--- src/rtl/nr_recip_pkg.sv ---
package nr_recip_pkg;

    // Input-side controller states
    typedef enum logic {
        ST_BOOT = 1'b0,
        ST_LIVE = 1'b1
    } rdy_state_e;

    // Operation selector carried down the pipeline
    typedef enum logic {
        OP_RECIP = 1'b0,
        OP_DIV   = 1'b1
    } op_mode_e;

endpackage

--- src/rtl/nr_seed_fit.sv ---
// Linear first guess of 1/x: one constant multiply and one subtract.
module nr_seed_fit #(
    parameter int W     = 16,
    parameter int FRAC  = 15,
    parameter int SLOPE = 15420,
    parameter int BIAS  = 46261,
    parameter int X_MIN = 32768
) (
    input  logic [W-1:0] x,
    output logic [W-1:0] y0,
    output logic         below
);
    localparam int PW = 2 * W;
    localparam logic [W-1:0] SLOPE_C = W'(SLOPE);
    localparam logic [W-1:0] BIAS_C  = W'(BIAS);
    localparam logic [W-1:0] XMIN_C  = W'(X_MIN);

    logic [PW-1:0] prod;
    logic [PW-1:0] prod_sh;
    logic [W-1:0]  scaled;

    assign prod    = {{W{1'b0}}, SLOPE_C} * {{W{1'b0}}, x};
    assign prod_sh = prod >> FRAC;

    always_comb begin
        if (|prod_sh[PW-1:W]) begin
            scaled = '1;
        end else begin
            scaled = prod_sh[W-1:0];
        end
    end

    assign y0    = BIAS_C - scaled;
    assign below = (x < XMIN_C);
endmodule

--- src/rtl/nr_refine_step.sv ---
// One unrolled Newton step: y1 = y0 * (2 - x*y0), all Q1.15.
module nr_refine_step #(
    parameter int W    = 16,
    parameter int FRAC = 15
) (
    input  logic [W-1:0] x,
    input  logic [W-1:0] y0,
    output logic [W-1:0] y1
);
    localparam int XW = 2 * W;
    localparam int PW = 2 * W + 2;
    localparam logic [W+1:0] TWO_C = (W+2)'(1) << (FRAC + 1);

    logic [XW-1:0] xy;
    logic [XW-1:0] xy_sh;
    logic [W:0]    err;
    logic [W+1:0]  corr;
    logic [PW-1:0] prod;
    logic [PW-1:0] prod_sh;

    assign xy    = {{W{1'b0}}, x} * {{W{1'b0}}, y0};
    assign xy_sh = xy >> FRAC;

    always_comb begin
        if (|xy_sh[XW-1:W+1]) begin
            err = '1;
        end else begin
            err = xy_sh[W:0];
        end
    end

    always_comb begin
        if ({1'b0, err} > TWO_C) begin
            corr = '0;
        end else begin
            corr = TWO_C - {1'b0, err};
        end
    end

    assign prod    = {{(W+2){1'b0}}, y0} * {{W{1'b0}}, corr};
    assign prod_sh = prod >> FRAC;

    always_comb begin
        if (|prod_sh[PW-1:W]) begin
            y1 = '1;
        end else begin
            y1 = prod_sh[W-1:0];
        end
    end
endmodule

--- src/rtl/nr_quot_scale.sv ---
// Output formatting: reciprocal pass-through or complex scale with clamping.
module nr_quot_scale #(
    parameter int W    = 16,
    parameter int FRAC = 15
) (
    input  logic         div_mode,
    input  logic         bad,
    input  logic [W-1:0] y1,
    input  logic [W-1:0] num_re,
    input  logic [W-1:0] num_im,
    output logic [W-1:0] q_re,
    output logic [W-1:0] q_im
);
    localparam int PW = 2 * W + 1;
    localparam logic [W-1:0] POS_MAX = {1'b0, {(W-1){1'b1}}};
    localparam logic [W-1:0] NEG_MAX = {1'b1, {(W-1){1'b0}}};

    logic [W-1:0] num  [2];
    logic [W-1:0] part [2];

    assign num[0] = num_re;
    assign num[1] = num_im;

    for (genvar g = 0; g < 2; g++) begin : g_part
        logic signed [PW-1:0] prod;
        logic signed [PW-1:0] shifted;
        logic                 fits;
        logic [W-1:0]         clamp;
        logic [W-1:0]         sat;

        assign prod    = $signed({{(W+1){num[g][W-1]}}, num[g]})
                       * $signed({{(W+1){1'b0}}, y1});
        assign shifted = prod >>> FRAC;
        assign fits    = (shifted[PW-1:W-1] == '0) || (shifted[PW-1:W-1] == '1);

        always_comb begin
            if (fits) begin
                clamp = shifted[W-1:0];
            end else if (shifted[PW-1]) begin
                clamp = NEG_MAX;
            end else begin
                clamp = POS_MAX;
            end
        end

        always_comb begin
            if (num[g] == '0) begin
                sat = '0;
            end else if (num[g][W-1]) begin
                sat = NEG_MAX;
            end else begin
                sat = POS_MAX;
            end
        end

        assign part[g] = bad ? sat : clamp;
    end

    always_comb begin
        if (div_mode) begin
            q_re = part[0];
            q_im = part[1];
        end else begin
            q_re = bad ? '1 : y1;
            q_im = '0;
        end
    end
endmodule

--- src/rtl/nr_recip_div.sv ---
module nr_recip_div
    import nr_recip_pkg::*;
#(
    parameter int W          = 16,
    parameter int FRAC       = 15,
    parameter int SEED_SLOPE = 15420,
    parameter int SEED_BIAS  = 46261,
    parameter int X_MIN      = 32768
) (
    input  logic         clk,
    input  logic         rst_n,
    input  logic         in_valid,
    output logic         in_ready,
    input  logic [W-1:0] in_divisor,
    input  logic [W-1:0] in_num_re,
    input  logic [W-1:0] in_num_im,
    input  logic         in_mode,
    output logic         out_valid,
    output logic [W-1:0] out_re,
    output logic [W-1:0] out_im
);
    // ---------------- input-side controller ----------------
    rdy_state_e st_q;
    rdy_state_e st_d;

    always_ff @(posedge clk or negedge rst_n) begin
        if (!rst_n) begin
            st_q <= ST_BOOT;
        end else begin
            st_q <= st_d;
        end
    end

    always_comb begin
        st_d = st_q;
        unique case (st_q)
            ST_BOOT: st_d = ST_LIVE;   // boot_to_live
            ST_LIVE: st_d = ST_LIVE;   // live_hold
        endcase
    end

    always_comb begin
        in_ready = 1'b0;
        unique case (st_q)
            ST_BOOT: in_ready = 1'b0;
            ST_LIVE: in_ready = 1'b1;
        endcase
    end

    logic accept;
    assign accept = in_valid && in_ready;

    // ---------------- stage 1: seed ----------------
    logic [W-1:0] seed_y0;
    logic         seed_below;

    nr_seed_fit #(
        .W(W), .FRAC(FRAC), .SLOPE(SEED_SLOPE), .BIAS(SEED_BIAS), .X_MIN(X_MIN)
    ) u_seed (
        .x     (in_divisor),
        .y0    (seed_y0),
        .below (seed_below)
    );

    logic         s1_v;
    logic         s1_bad;
    op_mode_e     s1_mode;
    logic [W-1:0] s1_x;
    logic [W-1:0] s1_y0;
    logic [W-1:0] s1_re;
    logic [W-1:0] s1_im;

    always_ff @(posedge clk or negedge rst_n) begin
        if (!rst_n) begin
            s1_v    <= 1'b0;
            s1_bad  <= 1'b0;
            s1_mode <= OP_RECIP;
            s1_x    <= '0;
            s1_y0   <= '0;
            s1_re   <= '0;
            s1_im   <= '0;
        end else begin
            s1_v <= accept;
            if (accept) begin
                s1_bad  <= seed_below;
                s1_mode <= op_mode_e'(in_mode);
                s1_x    <= in_divisor;
                s1_y0   <= seed_y0;
                s1_re   <= in_num_re;
                s1_im   <= in_num_im;
            end
        end
    end

    // ---------------- stage 2: refine ----------------
    logic [W-1:0] ref_y1;

    nr_refine_step #(.W(W), .FRAC(FRAC)) u_refine (
        .x  (s1_x),
        .y0 (s1_y0),
        .y1 (ref_y1)
    );

    logic         s2_v;
    logic         s2_bad;
    op_mode_e     s2_mode;
    logic [W-1:0] s2_y1;
    logic [W-1:0] s2_re;
    logic [W-1:0] s2_im;

    always_ff @(posedge clk or negedge rst_n) begin
        if (!rst_n) begin
            s2_v    <= 1'b0;
            s2_bad  <= 1'b0;
            s2_mode <= OP_RECIP;
            s2_y1   <= '0;
            s2_re   <= '0;
            s2_im   <= '0;
        end else begin
            s2_v <= s1_v;
            if (s1_v) begin
                s2_bad  <= s1_bad;
                s2_mode <= s1_mode;
                s2_y1   <= ref_y1;
                s2_re   <= s1_re;
                s2_im   <= s1_im;
            end
        end
    end

    // ---------------- stage 3: scale / format ----------------
    logic [W-1:0] fmt_re;
    logic [W-1:0] fmt_im;

    nr_quot_scale #(.W(W), .FRAC(FRAC)) u_scale (
        .div_mode (s2_mode == OP_DIV),
        .bad      (s2_bad),
        .y1       (s2_y1),
        .num_re   (s2_re),
        .num_im   (s2_im),
        .q_re     (fmt_re),
        .q_im     (fmt_im)
    );

    always_ff @(posedge clk or negedge rst_n) begin
        if (!rst_n) begin
            out_valid <= 1'b0;
            out_re    <= '0;
            out_im    <= '0;
        end else begin
            out_valid <= s2_v;
            if (s2_v) begin
                out_re <= fmt_re;
                out_im <= fmt_im;
            end
        end
    end
endmodule

--- config.mk ---
export PLATFORM = sky130hd
export DESIGN_NAME = nr_recip_div
export DESIGN_NICKNAME = d
export VERILOG_FILES = /design/src/rtl/nr_recip_pkg.sv /design/src/rtl/nr_seed_fit.sv /design/src/rtl/nr_refine_step.sv /design/src/rtl/nr_quot_scale.sv /design/src/rtl/nr_recip_div.sv
export SDC_FILE = /design/constraint.sdc
export NUM_CORES = 2
export LEC_CHECK = 0
export BUFFER_PORTS_ARGS = -buffer_cell sky130_fd_sc_hd__buf_2
export CAP_MARGIN = 30
export CORE_MARGIN = 4
export CORE_UTILIZATION = 40
export CTS_BUF_LIST = sky130_fd_sc_hd__clkbuf_16
export DETAILED_ROUTE_END_ITERATION = 7
export PLACE_DENSITY_LB_ADDON = 0.08
export SYNTH_ARGS = -nofsm -noshare
export SYNTH_HDL_FRONTEND = slang
export SYNTH_SLANG_ARGS = --single-unit
--- constraint.sdc ---
create_clock -name clk -period 12.9 [get_ports clk]
set_clock_uncertainty 0.15 [all_clocks]
set_input_delay 3.225 -clock clk [delete_from_list [all_inputs] [get_ports clk]]
set_output_delay 3.225 -clock clk [all_outputs]
set_load 0.02 [all_outputs]
==> impl_metrics.env <==
export IMPL_clk_path_buf_depth=2
export IMPL_design_core_area_mm2=0.109
export IMPL_cts_hold_buffers_added=0
export IMPL_io_pins=86
export IMPL_syn_area_mm2=0.0440
export IMPL_final_period_utilization=1.04
export IMPL_multi_input_area_mm2=0.0360
export IMPL_timing_final_max_slew_violations=0
export IMPL_drtAntennaViolNets=0
export IMPL_worst_pin_slew_ps=982
export IMPL_route_detailed_vias_per_inst=4.98
export IMPL_maxCapViolCount=0
export IMPL_async_flop_share=1.00
export IMPL_track_usage=0.220
export IMPL_reg2regPathDepth=52
export IMPL_r2r_setup_slack_ps=-490
export IMPL_most_used_cells_in_the_layout_excluding_fill_and_tap_cells="inv_1, fa_1, nand2_1"
export IMPL_finalNetCount=6529
export IMPL_grt_pass1_vias=35400
export IMPL_cts_made_buffers=17
export IMPL_grt_start_max_net_pins=88
export IMPL_max_transition_margin=0.344
export IMPL_synth_seq_cells=152
export IMPL_achievable_frequency_mhz=74.7
export IMPL_layout_min_cycle_time_ps=13390
export IMPL_placementRows=121
export IMPL_clkSlewWorstSetupHoldPaths_ps=70
export IMPL_avgRoutedWirePerCell_um=18.7
export IMPL_grt_first_pass_wirelength_um=199000
export IMPL_critical_path_top_cell_by_count="fa_1"
export IMPL_final_core_utilization=0.458
export IMPL_yosys_cell_types_count=86
export IMPL_finalWirelength_um=122000
export IMPL_critical_path_arrival_ps=13630
export IMPL_dieHeight_um=340
export IMPL_dieWidth_um=340
export IMPL_grt_setup_unrepaired="yes"
export IMPL_tritoncts_clock_tree="yes"
export IMPL_fin_cells=6528
export IMPL_cts_sink_count=152
export IMPL_critical_path_startpoint_type="flip-flop"
export IMPL_netlist_instances=4828
export IMPL_end_kind="flip-flop"
export IMPL_cts_htree_levels=4
export IMPL_top_ff_cell_synth="dfrtp_1"
export IMPL_die_area_mm2=0.115
export IMPL_violations_in_the_final_reports="setup timing"
export IMPL_drt_pass1_iter_count=5
export IMPL_ys_warn_count=0
export IMPL_critical_path_max_fanout=8
export IMPL_final_critical_path_setup_slack_ps=-486
export IMPL_slowest_stage="or4_4"
export IMPL_synthesis_to_layout_area_growth_pct=13.5
export IMPL_setup_tns_after_final_layout_ps=-7440
export IMPL_grt_overflow=0
export IMPL_critical_path_required_ps=13140
export IMPL_syn_mean_instance_area_um2=9.10
export IMPL_finalHoldViolations=0
export IMPL_numPlacedInstances=6438
export IMPL_worstSetupPathType="flip-flop to flip-flop"
export IMPL_gp_congestion=0.843
export IMPL_r2r_start="s1_x[5]"
export IMPL_numPortBuffers=85
export IMPL_detail_route_drc_violations=0
export IMPL_run_status="finished with violations"
export IMPL_synth_net_count=6259
export IMPL_clkLatencyLatePin_ps=520
export IMPL_synth_sequential_area_ratio=0.0865
export IMPL_initial_core_util=0.403
export IMPL_synth_edf_count=0
export IMPL_drive_gt1_frac=0.153
export IMPL_timing_rr_end="s2_y1[5]"
export IMPL_cp_startpoint="s1_x[5]"
export IMPL_dp_hpwl_um=97500
export IMPL_timing_critical_path_slowest_cell_delay_ps=570
export IMPL_cts_root_buffer="clkbuf_16"
export IMPL_number_of_failing_setup_endpoints_in_the_final_timing_report=16
export IMPL_fillers=10800
export IMPL_min_path_type="flip-flop to flip-flop"
export IMPL_drt_iter0_markers=1384
export IMPL_layout_area_seq_mm2=0.00383
export IMPL_dp_slack_ps=-986
export IMPL_grt_antenna_before_repair=10
export IMPL_layout_commonest_cell="inv_1"
export IMPL_vias=32500
export IMPL_crit_path_end="s2_y1[5]"
-- Yosys cell counts (7+ instances only) --
cell type	instances	area (µm²)
inv_1	1039	3900
fa_1	861	17200
nand2_1	682	2560
ha_1	518	6480
and2_1	424	2650
clkbuf_1	222	833
dfrtp_1	152	3800
nor2_1	105	394
a21oi_1	90	450
mux2_2	79	890
o21ai_0	69	345
xnor2_1	62	543
a21o_1	51	383
nand2b_1	45	282
xor2_1	38	333
o2bb2ai_1	32	280
nor3_1	31	155
nand3_1	25	125
nand4_1	23	144
o21a_1	18	135
and3_1	17	106
o211ai_1	14	105
o22a_1	14	123
or3_1	14	87.6
nor4_1	12	75.1
nand2_2	11	68.8
nor2b_1	11	68.8
o31ai_1	10	75.1
a211oi_1	9	67.6
a211o_1	8	70.1
buf_2	8	40.0
o21ai_1	8	40.0
o21bai_1	8	60.1
or2_2	7	43.8
-- worst max-delay path, delay by kind of cell, from the launching register on --
kind / cells / cell delay, ps
fa+ha+maj: 15 / 6820
mux: 1 / 90
xor+xnor: 1 / 190
flops: 1 / 460
buf+inv: 12 / 910
simple gates: 9 / 2520
compound gates: 14 / 2100
-- cell families (layout without fill, tap and decap cells) --
kind of cell / count (synthesis) / count (layout) / synth area share
buffers and inverters: 1280 / 1562 / 0.110
muxes: 86 / 86 / 0.0219
and+or+nand+nor: 1433 / 1433 / 0.159
xor gates and xnor gates: 101 / 101 / 0.0206
other: 1 / 4 / 0.0000853
adders and majority gates: 1379 / 1379 / 0.540
DFF: 152 / 152 / 0.0865
AOI/OAI and AO/OA: 396 / 397 / 0.0624
-- final cells by class --
type	instances	share of cell area
Inverter	1040	0.0783
Tap cell	1414	0.0355
Clock inverter	15	0.00256
Clock buffer	17	0.00853
Antenna cell	3	0.000151
Timing Repair Buffer	490	0.0775
Multi-Input combinational cell	3397	0.721
Sequential cell	152	0.0768
-- metrics by stage --
| step | cell area, µm² | hold WS, ps |
|---|---|---|
| floorplan | 44300 | 202 |
| CTS | 49500 | 338 |
| global route | 49900 | 355 |
| finish | 49900 | 333 |
| detailed placement | 48300 | 322 |
| global placement | 48300 | 318 |
-- worst min path at each step --
stage                    from   endpoint  slack (ps)  cells after the start
CTS                 out_im[0]  out_im[0]         340                      1
global placement    out_im[2]  out_im[2]         320                      1
detailed placement  out_im[0]  out_im[0]         320                      1
floorplan                s1_v       s2_v         200                      0
global route        out_im[7]  out_im[7]         350                      1
finish              out_im[0]  out_im[0]         330                      1
-- layer usage --
layer	global-route usage	wire length, µm	share of wire	up-vias
li1	-	-	-	15200
met1	0.294	54300	0.45	16800
met2	0.383	61200	0.50	457
met3	0.0289	4300	0.035	99
met4	0.0483	2250	0.018	0
met5	0	0	0	-
-- state kept, by name, indices dropped and copies added (netlist names) --
register   count
s1_im         16
s2_v           1
s1_bad         1
s1_re         16
s2_im         16
st_q           1
s1_x          16
out_valid      1
s1_v           1
s2_re         16
s1_mode        1
s2_mode        1
s2_y1         16
out_re        16
out_im        16
s1_y0         16
s2_bad         1
-- what timing repair did --
item	4_1_cts	5_1_grt
pin swaps	50	68
cloned	2	1
setup endpoints to repair	16	16
setup buffers	38	12
gates resized for setup	86	50
Power is left out: the tool's default activity adds up to more than one toggle a clock period on the data nets, which glitch-free logic cannot reach.
